==> src/rtl/lt_act_pkg.sv <==
package lt_act_pkg;

    localparam int NTMR     = 5;
    localparam int TM_GUARD = 0;
    localparam int TM_AWK   = 1;
    localparam int TM_EC    = 2;
    localparam int TM_PX    = 3;
    localparam int TM_TD    = 4;

    typedef enum logic [2:0] {
        CMD_NONE  = 3'd0,
        CMD_RESET = 3'd1,
        CMD_TEST  = 3'd2,
        CMD_ACT   = 3'd3,
        CMD_DEACT = 3'd4,
        CMD_ALERT = 3'd5,
        CMD_LOOP  = 3'd6,
        CMD_RSVD  = 3'd7
    } cmd_e;

    typedef enum logic [4:0] {
        ST_IDLE, ST_RING, ST_LOOP_RST, ST_WAIT_NET, ST_AWAKE, ST_AWAKE_ERR,
        ST_EC_TRAIN, ST_EC_DONE, ST_EQ_TRAIN, ST_PEND_XP, ST_XPARENT,
        ST_LOSYNC, ST_LOS, ST_PEND_DEACT, ST_RX_RST, ST_TEARDOWN,
        ST_TD_ERR, ST_TEST
    } state_e;

    typedef enum logic [1:0] {
        TX_QUIET = 2'd0,
        TX_WAKE  = 2'd1,
        TX_TRAIN = 2'd2,
        TX_DATA  = 2'd3
    } tx_e;

    typedef enum logic [3:0] {
        IND_IDLE     = 4'd0,
        IND_WAKE     = 4'd1,
        IND_TRAINED  = 4'd2,
        IND_PENDING  = 4'd3,
        IND_UP       = 4'd4,
        IND_UP_FAULT = 4'd5,
        IND_RESYNC   = 4'd6,
        IND_NOSIG    = 4'd7,
        IND_DOWN     = 4'd8,
        IND_DOWN_ERR = 4'd9,
        IND_TEST     = 4'd10,
        IND_RING     = 4'd11,
        IND_LOOP     = 4'd12,
        IND_WAIT     = 4'd13,
        IND_WAKE_ERR = 4'd14,
        IND_RSVD     = 4'd15
    } ind_e;

    typedef struct packed {
        tx_e  tx;
        ind_e ind;
    } lineout_t;

    function automatic tx_e tx_of(state_e s);
        case (s)
            ST_AWAKE, ST_AWAKE_ERR:                 return TX_WAKE;
            ST_EC_TRAIN, ST_EC_DONE, ST_EQ_TRAIN:   return TX_TRAIN;
            ST_PEND_XP, ST_XPARENT, ST_LOSYNC,
            ST_LOS, ST_PEND_DEACT:                  return TX_DATA;
            default:                                return TX_QUIET;
        endcase
    endfunction

    function automatic ind_e ind_of(state_e s, logic fault);
        case (s)
            ST_RING:       return IND_RING;
            ST_LOOP_RST:   return IND_LOOP;
            ST_WAIT_NET:   return IND_WAIT;
            ST_AWAKE,
            ST_EC_TRAIN:   return IND_WAKE;
            ST_AWAKE_ERR:  return IND_WAKE_ERR;
            ST_EC_DONE,
            ST_EQ_TRAIN:   return IND_TRAINED;
            ST_PEND_XP:    return IND_PENDING;
            ST_XPARENT:    return fault ? IND_UP_FAULT : IND_UP;
            ST_LOSYNC:     return IND_RESYNC;
            ST_LOS,
            ST_RX_RST:     return IND_NOSIG;
            ST_PEND_DEACT,
            ST_TEARDOWN:   return IND_DOWN;
            ST_TD_ERR:     return IND_DOWN_ERR;
            ST_TEST:       return IND_TEST;
            default:       return IND_IDLE;
        endcase
    endfunction

endpackage

==> src/rtl/lt_act_timer.sv <==
module lt_act_timer #(
    parameter int unsigned LOAD = 4
) (
    input  logic clk,
    input  logic rst,
    input  logic start,
    output logic expire
);
    localparam int W = $clog2(LOAD + 1);

    logic [W-1:0] cnt;
    logic         run;

    always_ff @(posedge clk) begin
        if (rst) begin
            cnt    <= '0;
            run    <= 1'b0;
            expire <= 1'b0;
        end else if (start) begin
            cnt    <= W'(LOAD);
            run    <= 1'b1;
            expire <= 1'b0;
        end else if (run) begin
            if (cnt == W'(1)) begin
                cnt    <= '0;
                run    <= 1'b0;
                expire <= 1'b1;
            end else begin
                cnt    <= cnt - W'(1);
                expire <= 1'b0;
            end
        end else begin
            expire <= 1'b0;
        end
    end

    // an expiry is a single-cycle strobe
    assert_one_pulse_R12: assert property (@(posedge clk) disable iff (rst)
        expire |=> !expire);

    // a fresh start never expires on the following cycle edge
    assert_start_clears_R12: assert property (@(posedge clk) disable iff (rst)
        start |=> !expire);

endmodule

==> src/rtl/lt_act_fsm.sv <==
module lt_act_fsm import lt_act_pkg::*; (
    input  logic            clk,
    input  logic            rst,
    input  cmd_e            cmd,
    input  logic            pfail_i,
    input  logic            lsig_i,
    input  logic            ecconv_i,
    input  logic            remack_i,
    input  logic            fsync_i,
    input  logic            blk1_i,
    input  logic            blk0_i,
    input  logic            crcok_i,
    input  logic            lof_i,
    input  logic            los_i,
    input  logic [NTMR-1:0] tmr_exp,
    output state_e          st_q,
    output state_e          st_n,
    output logic [NTMR-1:0] start_n
);
    logic frame_ok;
    assign frame_ok = fsync_i && (blk1_i || blk0_i || crcok_i);

    always_comb begin
        st_n    = st_q;
        start_n = '0;
        if (pfail_i || cmd == CMD_RESET) begin
            st_n = ST_IDLE;
        end else if (cmd == CMD_TEST) begin
            st_n = ST_TEST;
        end else begin
            case (st_q)
                ST_IDLE: begin
                    if (cmd == CMD_ACT) begin
                        st_n = ST_AWAKE;    start_n[TM_AWK] = 1'b1;
                    end else if (cmd == CMD_ALERT) begin
                        st_n = ST_RING;     start_n[TM_GUARD] = 1'b1;
                    end else if (cmd == CMD_LOOP) begin
                        st_n = ST_LOOP_RST; start_n[TM_GUARD] = 1'b1;
                    end
                end
                ST_RING: begin
                    if (cmd == CMD_ACT) begin
                        st_n = ST_AWAKE; start_n[TM_AWK] = 1'b1;
                    end else if (tmr_exp[TM_GUARD]) begin
                        st_n = ST_IDLE;
                    end
                end
                ST_LOOP_RST:
                    if (tmr_exp[TM_GUARD]) st_n = ST_WAIT_NET;
                ST_WAIT_NET:
                    if (cmd == CMD_ACT) begin
                        st_n = ST_AWAKE; start_n[TM_AWK] = 1'b1;
                    end
                ST_AWAKE: begin
                    if (lsig_i) begin
                        st_n = ST_EC_TRAIN; start_n[TM_EC] = 1'b1;
                    end else if (tmr_exp[TM_AWK]) begin
                        st_n = ST_AWAKE_ERR;
                    end
                end
                ST_AWAKE_ERR: begin
                    if (lsig_i) begin
                        st_n = ST_EC_TRAIN; start_n[TM_EC] = 1'b1;
                    end else if (cmd == CMD_DEACT) begin
                        st_n = ST_IDLE;
                    end
                end
                ST_EC_TRAIN:
                    if (ecconv_i || tmr_exp[TM_EC]) st_n = ST_EC_DONE;
                ST_EC_DONE:
                    if (remack_i) st_n = ST_EQ_TRAIN;
                ST_EQ_TRAIN:
                    if (frame_ok) begin
                        st_n = ST_PEND_XP; start_n[TM_PX] = 1'b1;
                    end
                ST_PEND_XP: begin
                    if (los_i) begin
                        st_n = ST_LOS;    start_n[TM_TD] = 1'b1;
                    end else if (lof_i) begin
                        st_n = ST_LOSYNC; start_n[TM_TD] = 1'b1;
                    end else if (tmr_exp[TM_PX]) begin
                        st_n = ST_XPARENT;
                    end
                end
                ST_XPARENT: begin
                    if (los_i) begin
                        st_n = ST_LOS;        start_n[TM_TD] = 1'b1;
                    end else if (lof_i) begin
                        st_n = ST_LOSYNC;     start_n[TM_TD] = 1'b1;
                    end else if (cmd == CMD_DEACT) begin
                        st_n = ST_PEND_DEACT; start_n[TM_TD] = 1'b1;
                    end
                end
                ST_LOSYNC: begin
                    if (los_i) begin
                        st_n = ST_LOS;    start_n[TM_TD] = 1'b1;
                    end else if (fsync_i) begin
                        st_n = ST_XPARENT;
                    end else if (tmr_exp[TM_TD]) begin
                        st_n = ST_TD_ERR; start_n[TM_TD] = 1'b1;
                    end
                end
                ST_LOS:
                    if (tmr_exp[TM_TD]) begin
                        st_n = ST_RX_RST; start_n[TM_TD] = 1'b1;
                    end
                ST_PEND_DEACT:
                    if (tmr_exp[TM_TD]) begin
                        st_n = ST_TEARDOWN; start_n[TM_TD] = 1'b1;
                    end
                ST_TEARDOWN, ST_TD_ERR, ST_RX_RST:
                    if (tmr_exp[TM_TD]) st_n = ST_IDLE;
                default: st_n = st_q;
            endcase
        end
    end

    always_ff @(posedge clk) begin
        if (rst) st_q <= ST_IDLE;
        else     st_q <= st_n;
    end

    // any reset request lands in idle on the next edge
    assert_reset_R1: assert property (@(posedge clk) disable iff (rst)
        (pfail_i || cmd == CMD_RESET) |=> (st_q == ST_IDLE));

    // a test command without a reset request lands in test
    assert_test_entry_R2: assert property (@(posedge clk) disable iff (rst)
        (cmd == CMD_TEST && !pfail_i) |=> (st_q == ST_TEST));

    // test is left only through a reset request
    assert_test_hold_R2: assert property (@(posedge clk) disable iff (rst)
        (st_q == ST_TEST && !pfail_i && cmd != CMD_RESET) |=> (st_q == ST_TEST));

    // pending is reached from equalizer training only with sync plus a good check
    assert_pend_entry_R6: assert property (@(posedge clk) disable iff (rst)
        (st_q == ST_PEND_XP && $past(st_q) == ST_EQ_TRAIN)
        |-> $past(fsync_i && (blk1_i || blk0_i || crcok_i)));

    // loss of signal outranks loss of frame in transparent
    assert_los_prio_R9: assert property (@(posedge clk) disable iff (rst)
        (st_q == ST_XPARENT && los_i && lof_i && cmd == CMD_NONE && !pfail_i)
        |=> (st_q == ST_LOS));

    // teardown holds until its timer expires
    assert_td_dwell_R11: assert property (@(posedge clk) disable iff (rst)
        (st_q == ST_TEARDOWN && !tmr_exp[TM_TD] && cmd == CMD_NONE && !pfail_i)
        |=> (st_q == ST_TEARDOWN));

endmodule

==> src/rtl/lt_act_outreg.sv <==
module lt_act_outreg import lt_act_pkg::*; (
    input  logic            clk,
    input  logic            rst,
    input  state_e          st_n,
    input  logic            fj_i,
    input  logic [NTMR-1:0] start_n,
    output lineout_t        out_q,
    output logic [NTMR-1:0] start_q
);
    always_ff @(posedge clk) begin
        if (rst) begin
            out_q   <= '{tx: TX_QUIET, ind: IND_IDLE};
            start_q <= '0;
        end else begin
            out_q   <= '{tx: tx_of(st_n), ind: ind_of(st_n, fj_i)};
            start_q <= start_n;
        end
    end

    // at most one timer is started per cycle
    assert_start_onehot_R12: assert property (@(posedge clk) disable iff (rst)
        $onehot0(start_q));

endmodule

==> src/rtl/lt_act_ctrl.sv <==
module lt_act_ctrl import lt_act_pkg::*; #(
    parameter int unsigned LD_GUARD = 6,
    parameter int unsigned LD_AWK   = 20,
    parameter int unsigned LD_EC    = 12,
    parameter int unsigned LD_PX    = 5,
    parameter int unsigned LD_TD    = 8
) (
    input  logic            clk,
    input  logic            rst,
    input  logic [2:0]      cmd_i,
    input  logic            pfail_i,
    input  logic            lsig_i,
    input  logic            ecconv_i,
    input  logic            remack_i,
    input  logic            fsync_i,
    input  logic            blk1_i,
    input  logic            blk0_i,
    input  logic            crcok_i,
    input  logic            lof_i,
    input  logic            los_i,
    input  logic            fj_i,
    output logic [1:0]      tx_o,
    output logic [3:0]      ind_o,
    output logic [NTMR-1:0] tmr_start_o
);
    localparam int unsigned LOADS [NTMR] = '{LD_GUARD, LD_AWK, LD_EC, LD_PX, LD_TD};

    cmd_e            cmd;
    state_e          st_q;
    state_e          st_n;
    logic [NTMR-1:0] start_n;
    logic [NTMR-1:0] tmr_exp;
    lineout_t        out_q;

    assign cmd = cmd_e'(cmd_i);

    lt_act_fsm i_fsm (
        .clk      (clk),
        .rst      (rst),
        .cmd      (cmd),
        .pfail_i  (pfail_i),
        .lsig_i   (lsig_i),
        .ecconv_i (ecconv_i),
        .remack_i (remack_i),
        .fsync_i  (fsync_i),
        .blk1_i   (blk1_i),
        .blk0_i   (blk0_i),
        .crcok_i  (crcok_i),
        .lof_i    (lof_i),
        .los_i    (los_i),
        .tmr_exp  (tmr_exp),
        .st_q     (st_q),
        .st_n     (st_n),
        .start_n  (start_n)
    );

    for (genvar g = 0; g < NTMR; g++) begin : g_tmr
        lt_act_timer #(.LOAD(LOADS[g])) i_tmr (
            .clk    (clk),
            .rst    (rst),
            .start  (start_n[g]),
            .expire (tmr_exp[g])
        );
    end

    lt_act_outreg i_out (
        .clk     (clk),
        .rst     (rst),
        .st_n    (st_n),
        .fj_i    (fj_i),
        .start_n (start_n),
        .out_q   (out_q),
        .start_q (tmr_start_o)
    );

    assign tx_o  = out_q.tx;
    assign ind_o = out_q.ind;

    // idle always shows quiet line and idle status
    assert_idle_quiet_R1: assert property (@(posedge clk) disable iff (rst)
        (st_q == ST_IDLE) |-> (tx_o == TX_QUIET && ind_o == IND_IDLE));

    // transparent always sends data
    assert_xp_data_R7: assert property (@(posedge clk) disable iff (rst)
        (st_q == ST_XPARENT) |-> (tx_o == TX_DATA));

    // entering awake pulses the awake-window start bit
    assert_awake_start_R3: assert property (@(posedge clk) disable iff (rst)
        (st_q == ST_AWAKE && $past(st_q) != ST_AWAKE) |-> tmr_start_o[TM_AWK]);

endmodule

==> config.mk <==
export PLATFORM = sky130hd
export DESIGN_NAME = lt_act_ctrl
export DESIGN_NICKNAME = d
export VERILOG_FILES = /design/src/rtl/lt_act_pkg.sv /design/src/rtl/lt_act_timer.sv /design/src/rtl/lt_act_fsm.sv /design/src/rtl/lt_act_outreg.sv /design/src/rtl/lt_act_ctrl.sv
export SDC_FILE = /design/constraint.sdc
export NUM_CORES = 1
export LEC_CHECK = 0
export BUFFER_PORTS_ARGS = -buffer_cell sky130_fd_sc_hd__buf_2
export CORE_MARGIN = 2
export CORE_UTILIZATION = 55
export DETAILED_ROUTE_END_ITERATION = 8
export PLACE_DENSITY_LB_ADDON = 0.1
export SETUP_SLACK_MARGIN = 0.5
export SKIP_CTS_REPAIR_TIMING = 1
export SLEW_MARGIN = 20
export SYNTH_ARGS = -nofsm -noshare
export SYNTH_HDL_FRONTEND = slang
export SYNTH_HIERARCHICAL = 1
export SYNTH_SLANG_ARGS = --single-unit
==> constraint.sdc <==
create_clock -name clk -period 3.2 [get_ports clk]
set_input_delay 0.16 -clock clk [delete_from_list [all_inputs] [get_ports clk]]
set_output_delay 0.16 -clock clk [all_outputs]
set_load 0.05 [all_outputs]
==> impl_results.md, run 1 <==
* Total Wirelength at between 5000 and 6000 um
* First-pass GRT wire length at 9777 um
* All-Layer GR Usage at 22.35%
* Share of layout cells above drive strength 1 at 19.43%
* Setup TNS at 0 ns
* Sequential cell area at 907.1 um2
* IO Pins at 27
* FMAX at 0.3999 GHz
* Ranking of synthesized cells by area: dfxtp_1, a21oi_1, nor2_1
* Die Y at ~75 um
* ANT cells at 0
* Critical path class: reg2reg
* CP peak stage delay at ~0.50 ns
* Slew Viols, Final at 0
* Footprint of the multi-input gates at 1670 um2
* Largest net degree at the start of global routing at 29
* CP max-delay cell: dfxtp_2
* Ys flop type: dfxtp_1
* Initial antenna violation count at 0
* Synth async-reset ratio at 0%
* Mean routed wirelength per cell at approximately 14 um
* Synthesized instance count at 328
* Area post-placement at 2899 um2
* Worst-Skew Late Latency at ~0.3 ns
* 1st-pass router iterations at 4
* Hold_ws at roughly 0.29 ns
* CTS Buf Count at 5
* DR vias at 2,396
* Outcome: finished, final reports clean
* Warnings from Yosys at 6
* Initial core utilization at 57.84%
* Syn nets at around 350
* Die area at 5651 um2
* Clock tree buffer depth at 2
* Total core area at 4817 um2
* Die width at 75.18 um
* Clock slew seen by the registers of the worst setup and hold paths at ~0.09 ns
* Final instance area at about 3000 um2
* Root Buffer: clkbuf_8
* Vias in the first global route at 2,106
* RSZ-0062 raised after global routing: true
* Post-synth top cells: dfxtp_1, nor2_1, a21oi_1, inv_1, nand2_1
* Setup Skew at around 0.0066 ns
* Hold Fails Final Rpt at 0
* Worst EP arrival at 2.72 ns
* CP Cell Sequence: nand4bb_1 > nor3_1 > o31a_2 > a2111oi_2 > nor2_1 > buf_4 > a2111o_1 > a311oi_1
* Top Family by Delay on Critical Path: compound AO/OA/AOI/OAI gates
* Final period utilization at 78.15%
* Maximum vdd ir drop at ~270 uV
* Num Clock Sinks at 45
* Area growth syn-to-layout at 9.430%
* Maxcap violations at 0
* Critical path peak fanout at 15
* Sequential cell area fraction in the yosys report at around a third
* Fin crit period at approximately 2.5 ns
* Nets@finish at between 300 and 400
* Dpl hpwl at a little over 4000 um
* I/O Buffers at 26
* DRC at 0
* Via density at 5.746
* Startpoint type of the worst setup path: flip-flop
* Place WS at 0.3313 ns
* Final Setup Violations at 0
* Lkg Pwr at approximately 1.1 nW
* Critical Path RT at 3.42 ns
* Synthesized area per cell at 8.495 um2
* Post-synth EDFFs at 0
* Yosys cell types at roughly 70
* Slew @ Worst Pin at around 0.77 ns
* Worst Slack Setup Final at about 0.70 ns
* GP Congestion at approximately 0.95
* Initial drt markers at 254
* Top cell type's share of synthesized area at approximately a third
* FILL cells at about 450
* Top cell type by total area after synthesis: dfxtp_1
* Crit. End Element: flip-flop
* Post-route ant nets at 0
* Top-count cell post-synth: dfxtp_1
* Overall Power at 1.230 mW
* CTS tree: yes
* Max-slew headroom at 48.50%
* FP Rows at 25
* Grt ovf at 0
* Pwr dens at 403.5 nW/um2
* Worst Hold Class: in2reg
* Synth Cell Area at 2786 um2
* Buffers & Inverters on Critical Path at 1
* H-tree levels at 2
* Yosys reg bits at 45
-- report_power, final --
part | switching, mW | total (mW) | leakage, nW | internal (mW)
Clock | 0.193 | 0.503 | 0.0681 | 0.310
Sequential | 0.0157 | 0.589 | 0.366 | 0.574
Combinational | 0.0852 | 0.138 | 0.630 | 0.0531
-- kinds of logic (layout without fill, tap and decap cells) --
logic type      after synthesis  after routing  share of synthesized area (%)
simple gates                142            142                          31.61
flops                        45             45                          32.33
mux                           4              4                          1.482
buf+inv                      40             62                          8.082
compound gates               83             83                          20.75
xor+xnor                      4              4                          1.258
fa+ha+maj                    10             10                          4.490
-- flip-flops by register name, indices dropped and copies added, names as in the netlist --
| signal | flops |
|---|---|
| i_out/start_q | 5 |
| g_tmr.i_tmr/expire | 5 |
| g_tmr.i_tmr/run | 5 |
| i_fsm/st_q | 5 |
| i_out/out_q | 6 |
| g_tmr.i_tmr/cnt | 19 |
-- final timing paths --
check / from / end / slack (ns) / depth (start not counted)
worst min-delay path: pfail_i / i_fsm/st_q[4] / 0.29 / 4
worst max register to register: i_fsm/st_q[4] / i_out/out_q[0] / 0.70 / 8
worst min register to register: g_tmr[4].i_tmr/run / g_tmr[4].i_tmr/expire / 0.51 / 2
worst max-delay path: i_fsm/st_q[4] / i_out/out_q[0] / 0.70 / 8
-- worst reg2reg max path: cells and delay by family, from the launching register on --
kind / cells / cell delay (ns)
compound gates: 4 / 1.24
flops: 1 / 0.50
simple gates: 3 / 0.47
buf+inv: 1 / 0.20
-- per-layer routing --
layer  up-vias  GRT usage, %  wire length (um)
li1       1236             -                 -
met3         4         4.552               304
met2        55         33.43              2548
met5         -             0                 0
met4         0         8.382                74
met1      1101         31.75              2903
-- per-stage QoR --
stage,utilization (%),cells
final,63.30,417
after global routing,63.30,417
after CTS,62.96,417
after detailed placement,60.18,409
after global placement,60.18,409
after floorplan,-,328
-- final cells by class --
cell class,count,area share [%]
well taps,67,2.749
multi-input cells,243,54.78
inverters,23,2.831
repair buffers,31,5.499
clock buffers,5,2.257
flip-flops and latches,45,29.75
clock inverters,3,2.134
-- placed cells by master (no fill, tap or decap), drive strengths merged, types with 4 or more instances in the layout --
cell	instances
dfxtp	45
nor2	34
buf	31
a21oi	27
inv	23
nand2	19
nor3	14
o21ai	11
ha	10
nor2b	10
nand2b	9
nor4b	7
nand3	6
nor4	6
clkbuf	5
or3b	5
a2111oi	5
nor3b	5
a311oi	4
nand3b	4
a31oi	4
o21a	4
or3	4
nand4	4
o211ai	4
Note: power is estimated with default switching activity, not from simulation.
==> inputs of run 2 (changes only) <==
ABC_AREA = 1   (was unset)
clock period = 2.6 ns   (was 3.2 ns; I/O delays follow)
==> impl_results.md, run 2 <==
* CP max-delay cell: dfxtp_4
* Ranking of synthesized cells by area: dfxtp_1, nand2_1, nor2_1
* Setup TNS at 0 ns (unchanged)
* FILL cells at 461 (+1.8%)
* Post-synth EDFFs at 0 (unchanged)
* Share of layout cells above drive strength 1 at 25.00% (+5.6 points)
* All-Layer GR Usage at 24.13% (+1.8 points)
* FP Rows at 26 (+4.0%)
* DR vias at 3,213 (+34%)
* Yosys cell types at 33 (-52%)
* Initial antenna violation count at 0 (unchanged)
* Fin crit period at 2.124 ns (-0.3769 ns)
* First-pass GRT wire length at 11,720 um (+20%)
* Mean routed wirelength per cell at 12.93 um (-7.5%)
* Setup Skew at 0.01155 ns (+0.004907 ns)
* Num Clock Sinks at 45 (unchanged)
* Worst Hold Class: in2reg
* Synth Cell Area at 2938 um2 (+5.4%)
* Nets@finish at 545 (+45%)
* FMAX at 0.4708 GHz (+18%)
* Most Frequent Cell on Critical Path: nand2_1
* Sequential cell area fraction in the yosys report at 30.66% (-1.7 points)
* Synthesized instance count at 473 (+44%)
* Biggest regs: g_tmr.i_tmr/cnt x19, i_out/out_q x6
* Worst EP arrival at 2.35 ns (-0.37 ns)
* ANT cells at 0 (unchanged)
* Top-count cell post-synth: nand2_1
* Footprint of the multi-input gates at 1883 um2 (+13%)
* Slew Viols, Final at 0 (unchanged)
* CP Cell Sequence: nor2_4 > nand2_1 > nand2_2 > buf_4 > nand4_1 > nand2_1 > inv_1 > inv_2 > nand2_1 > nor2_1 > nor2_2 > nand2_1 > nor2_1 > nor2_1
* Initial core utilization at 57.16% (-0.69 points)
* IO Pins at 27 (unchanged)
* Yosys reg bits at 45 (unchanged)
* Critical path peak fanout at 12 (-3)
* Final Setup Violations at 0 (unchanged)
* Die width at 77.09 um (+2.5%)
* H-tree levels at 2 (unchanged)
* Startpoint type of the worst setup path: flip-flop
* Syn nets at 499 (+41%)
* Area post-placement at 3119 um2 (+7.6%)
* CTS Buf Count at 5 (unchanged)
* Maxcap violations at 0 (unchanged)
* Area growth syn-to-layout at 21.21%
* Commonest non-fill, non-tap cell in the layout: nand2_1
* Largest net degree at the start of global routing at 39 (+34%)
* CTS tree: yes
* DRC at 0 (unchanged)
* Critical Path RT at 2.83 ns (-0.59 ns)
* Root Buffer: clkbuf_8
* GP Congestion at 1.084 (+15%)
* Total core area at 5140 um2 (+6.7%)
* Grt ovf at 0 (unchanged)
* Top cell type by total area after synthesis: dfxtp_1
* Critical path class: reg2reg
* Dpl hpwl at 5312 um (+28%)
* Clock tree buffer depth at 2 (unchanged)
* Commonest non-fill, non-tap cells in the layout: nand2_1, nor2_1, inv_1
* Die area at 5942 um2 (+5.1%)
* Synthesized area per cell at 6.211 um2 (-27%)
* Worst-Skew Late Latency at 0.29 ns (about the same)
* Largest Register: g_tmr.i_tmr/cnt
* Synth async-reset ratio at 0% (unchanged)
* Overall Power at 1.370 mW (+11%)
* Clock slew seen by the registers of the worst setup and hold paths at 0.09 ns (about the same)
* RSZ-0062 raised after global routing: true
* Maximum vdd ir drop at 353.8 uV (+31%)
* Top cell type's share of synthesized area at 30.66% (-1.7 points)
* Max-slew headroom at 52.64% (+4.1 points)
* Vias in the first global route at 2,634 (+25%)
* Hold Fails Final Rpt at 0 (unchanged)
* Slew @ Worst Pin at 0.7104 ns (-0.05616 ns)
* Via density at 5.446 (-5.2%)
* Final period utilization at 81.69% (+3.5 points)
* Total Wirelength at 7630 um (+31%)
* Pwr dens at 384.7 nW/um2 (-4.7%)
* Final instance area at 3561 um2 (+17%)
* Ys flop type: dfxtp_1
* 1st-pass router iterations at 5 (+1)
* Warnings from Yosys at 6 (unchanged)
* Die Y at 77.09 um (+2.5%)
* Initial drt markers at 261 (+2.8%)
* Sequential cell area at 920.9 um2 (+1.5%)
* Outcome: finished, final reports clean
* Max reg flops at 19 (unchanged)
* Post-route ant nets at 0 (unchanged)
* Post-synth top cells: nand2_1, nor2_1, inv_1, nand3_1, dfxtp_1
* I/O Buffers at 26 (unchanged)
* Crit. End Element: flip-flop
* CP peak stage delay at 0.40 ns (-0.10 ns)
* Lkg Pwr at 1.634 nW (+54%)
run 2: through the flow:
stage / instances / util, % / setup WS (ns) / hold WS, ns
after floorplan: 473 / - / 0.7737 / 0.1924
after global placement: 564 / 60.69 / 0.03931 / 0.4629
after detailed placement: 564 / 60.69 / 0.1350 / 0.4723
after CTS: 572 / 62.32 / 0.1050 / 0.2136
after global routing: 590 / 69.28 / 0.3592 / 0.2838
final: 590 / 69.28 / 0.4760 / 0.2225
run 2: power by group:
| group | internal (mW) | switching, mW |
|---|---|---|
| clock network | 0.190 | 0.224 |
| registers | 0.702 | 0.0163 |
| logic | 0.0822 | 0.155 |
run 2: area by class of cell:
class / instances / share of cell area (%)
multi-input combinational: 349 / 52.88
sequential: 45 / 25.86
timing repair buffer: 46 / 8.363
inverter: 72 / 8.082
tap: 70 / 2.460
clock buffer: 7 / 2.143
clock inverter: 1 / 0.2108
run 2: path summary, 6_finish.rpt:
path / from / endpoint / slack [ns] / cells past startpoint
worst min-delay path: fj_i / i_out/out_q[0] / 0.22 / 5
worst max register to register: i_fsm/st_q[0] / i_out/out_q[1] / 0.48 / 14
worst min register to register: g_tmr[1].i_tmr/run / g_tmr[1].i_tmr/cnt[1] / 0.49 / 1
worst max-delay path: i_fsm/st_q[0] / i_out/out_q[1] / 0.48 / 14
run 2: kinds of logic (layout without fill, tap and decap cells):
group                      Yosys count  after routing  synth area share, %
adders and majority gates           10             10                4.259
and+or+nand+nor                    279            279                41.69
AOI/OAI and AO/OA                   57             57                11.54
xor gates and xnor gates             3              3               0.8945
buffers and inverters               79            126                10.95
DFF                                 45             45                30.66
run 2: critical path: cells and delay by family (launching register included):
family	cells	cell delay, ns
buffers and inverters	3	0.41
DFF	1	0.40
and+or+nand+nor	11	1.24
run 2: routing by layer:
metal	up-vias	wire length [um]	global-route usage (%)
met1	1429	3432	31.43
li1	1601	-	-
met3	27	520	4.706
met2	156	3433	39.65
met5	-	0	0
met4	0	242	8.929
==> inputs of run 3 (changes only) <==
CORE_UTILIZATION = 54   (was 55)
clock period = 1.9 ns   (was 2.6 ns; I/O delays follow)
==> impl_results.md, run 3 (synthesis results as in run 2) <==
* Outcome: finished with violations
* I/O Buffers at 26 (unchanged)
* FMAX at 0.4781 GHz (+1.5%)
* Clock slew seen by the registers of the worst setup and hold paths at 0.09 ns (about the same)
* FP Rows at 26 (unchanged)
* Clock tree buffer depth at 2 (unchanged)
* Worst setup startpoint: i_fsm/st_q[1]
* RSZ-0062 raised after global routing: true
* Fin crit period at 2.092 ns (-0.03238 ns)
* CP Cell Sequence: buf_8 > inv_4 > nand2_4 > nor2_4 > nand2_1 > nand2_2 > nor2_2 > nand3_2 > nor2_2 > nand2_1 > nand2_2 > clkinv_4 > nand2_2 > nor2_2 > nor2_2 > nand2_1 > nor2_1 > nor2_1
* Max-slew headroom at 66.09% (+13 points)
* All-Layer GR Usage at 27.01% (+2.9 points)
* Initial drt markers at 227 (-13%)
* R2R setup slack at -0.19 ns (-0.67 ns)
* Initial core utilization at 56.80% (-0.36 points)
* Post-route ant nets at 0 (unchanged)
* CP max-delay cell: dfxtp_4
* Place WS at -0.2183 ns (-0.3534 ns)
* Total Wirelength at 8683 um (+14%)
* Mean routed wirelength per cell at 13.74 um (+6.2%)
* Commonest non-fill, non-tap cells in the layout: nand2_1, nor2_1, inv_1
* Grt ovf at 0 (unchanged)
* Initial antenna violation count at 0 (unchanged)
* Worst Slack Setup Final at -0.1916 ns (-0.6676 ns)
* Pwr dens at 516.3 nW/um2 (+34%)
* Placed instance count at 615 (+9.0%)
* Hold Crit Endpoint: i_out/out_q[0]
* Final instance area at 4086 um2 (+15%)
* ANT cells at 0 (unchanged)
* Switching pwr at 603.9 uW (+53%)
* H-tree levels at 2 (unchanged)
* Final period utilization at 110.1% (+28 points)
* CP peak stage delay at 0.39 ns (about the same)
* Num Clock Sinks at 45 (unchanged)
* Dpl hpwl at 6211 um (+17%)
* Share of layout cells above drive strength 1 at 35.94% (+11 points)
* Die width at 77.76 um (+0.88%)
* Max reg flops at 19 (unchanged)
* Total core area at 5172 um2 (+0.63%)
* Overall Power at 2.110 mW (+54%)
* IO Pins at 27 (unchanged)
* Clock power share at 34.7% (+4.4 points)
* Worst EP arrival at 2.27 ns (-0.08 ns)
* Area post-placement at 3562 um2 (+14%)
* DR vias at 3,380 (+5.2%)
* Final Setup Violations at 5 (+5)
* CTS tree: yes
* Setup Skew at 0.008407 ns (-0.003139 ns)
* Slew @ Worst Pin at 0.5086 ns (-0.2018 ns)
* Lkg Pwr at 1.920 nW (+17%)
* Largest Register: g_tmr.i_tmr/cnt
* Pint at 1.506 mW (+55%)
* Largest net degree at the start of global routing at 27 (-31%)
* Maximum vdd ir drop at 395.7 uV (+12%)
* Crit. End Element: flip-flop
* DRC at 0 (unchanged)
* Startpoint type of the worst setup path: flip-flop
* 1st-pass router iterations at 5 (unchanged)
* Biggest regs: g_tmr.i_tmr/cnt x19, i_out/out_q x6
* Worst-Skew Late Latency at 0.30 ns (about the same)
* CTS Buf Count at 5 (unchanged)
* Non-filler cells, final at 632 (+7.1%)
* Failing checks: setup timing
* Switching share of total power at 28.62% (-0.27 points)
* Maxcap violations at 0 (unchanged)
* Comb pwr share at 18.9% (+1.6 points)
* Hold Startpoint: fj_i
* Worst r2r dst: i_out/out_q[1]
* Nets@finish at 587 (+7.7%)
* Most Frequent Cell on Critical Path: nor2_2
* Critical path class: reg2reg
* Path depth of the worst reg2reg path at 18 (+4)
* Root Buffer: clkbuf_8
* Hold path depth at 5 (unchanged)
* Area growth syn-to-layout at 39.10%
* FILL cells at 358 (-22%)
* Crit Reg-Reg Startpoint: i_fsm/st_q[1]
* Slew Viols, Final at 0 (unchanged)
* Via density at 5.348 (-1.8%)
* Critical path peak fanout at 7 (-5)
* Vias in the first global route at 3,091 (+17%)
* First-pass GRT wire length at 13,320 um (+14%)
* Worst Hold Class: in2reg
* Critical Path RT at 2.07 ns (-0.76 ns)
* Die area at 6047 um2 (+1.8%)
* Hold Fails Final Rpt at 0 (unchanged)
* Commonest non-fill, non-tap cell in the layout: nand2_1
* GP Congestion at 0.9684 (-11%)
* Die Y at 77.76 um (+0.88%)
* Reg power frac at 46.4% (-6.0 points)
* Hold_ws at 0.1701 ns (-0.05248 ns)
## run 3: changes by cell type in the layout (fill, tap and decap cells not counted), moves of 4 or more
cell	before	now
buf_4	16	45
buf_6	2	15
nand2_1	94	81
nand2_2	10	19
nand2_4	2	6
nor2_1	81	72
nor2_2	9	15
## run 3: metal layers
metal | routed length, um | vias to the layer above | global-route usage (%)
met1 | 3638 | 1539 | 32.75
met4 | 151 | 0 | 10.18
li1 | - | 1683 | -
met2 | 4295 | 137 | 48.10
met5 | 0 | - | 0
met3 | 598 | 21 | 3.721
## run 3: area by class of cell
cell class | count | area [um2] | area share [%]
clock buffer | 5 | 68.82 | 1.684
clock inverter | 3 | 43.79 | 1.072
inverter | 72 | 295.3 | 7.226
multi-input combinational | 349 | 2001 | 48.96
sequential | 45 | 918.4 | 22.47
tap | 70 | 87.58 | 2.143
timing repair buffer | 88 | 671.9 | 16.44
## run 3: stage by stage
stage / TNS (ns) / utilization (%)
final: -0.6697 / 79.00
after floorplan: 0 / -
after detailed placement: -0.9200 / 68.87
after global placement: -0.7990 / 68.87
after global routing: -2.141 / 79.00
after CTS: -1.071 / 71.05
## run 3: worst max path at each step
stage | cells past startpoint | slack, ns | endpoint
after global placement | 19 | -0.21 | i_out/out_q[1]
after CTS | 19 | -0.25 | i_out/out_q[1]
after floorplan | 18 | 0.15 | i_out/out_q[0]
after global routing | 19 | -0.32 | i_out/out_q[1]
final | 18 | -0.19 | i_out/out_q[1]
after detailed placement | 19 | -0.22 | i_out/out_q[1]
## run 3: critical path: cells and delay by family (launching register included)
family	cells	cell delay [ns]
and+or+nand+nor	15	1.24
buffers and inverters	3	0.33
DFF	1	0.39
## run 3: power groups by stage
| stage | Combinational (mW) | Sequential, mW | Clock [mW] |
|---|---|---|---|
| CTS | 0.333 | 0.982 | 0.752 |
| detailed placement | 0.331 | 1.00 | 0 |
| global route | 0.438 | 0.982 | 0.783 |
| floorplan | 0.196 | 1.02 | 0 |
| global placement | 0.323 | 1.00 | 0 |
| finish | 0.398 | 0.979 | 0.733 |
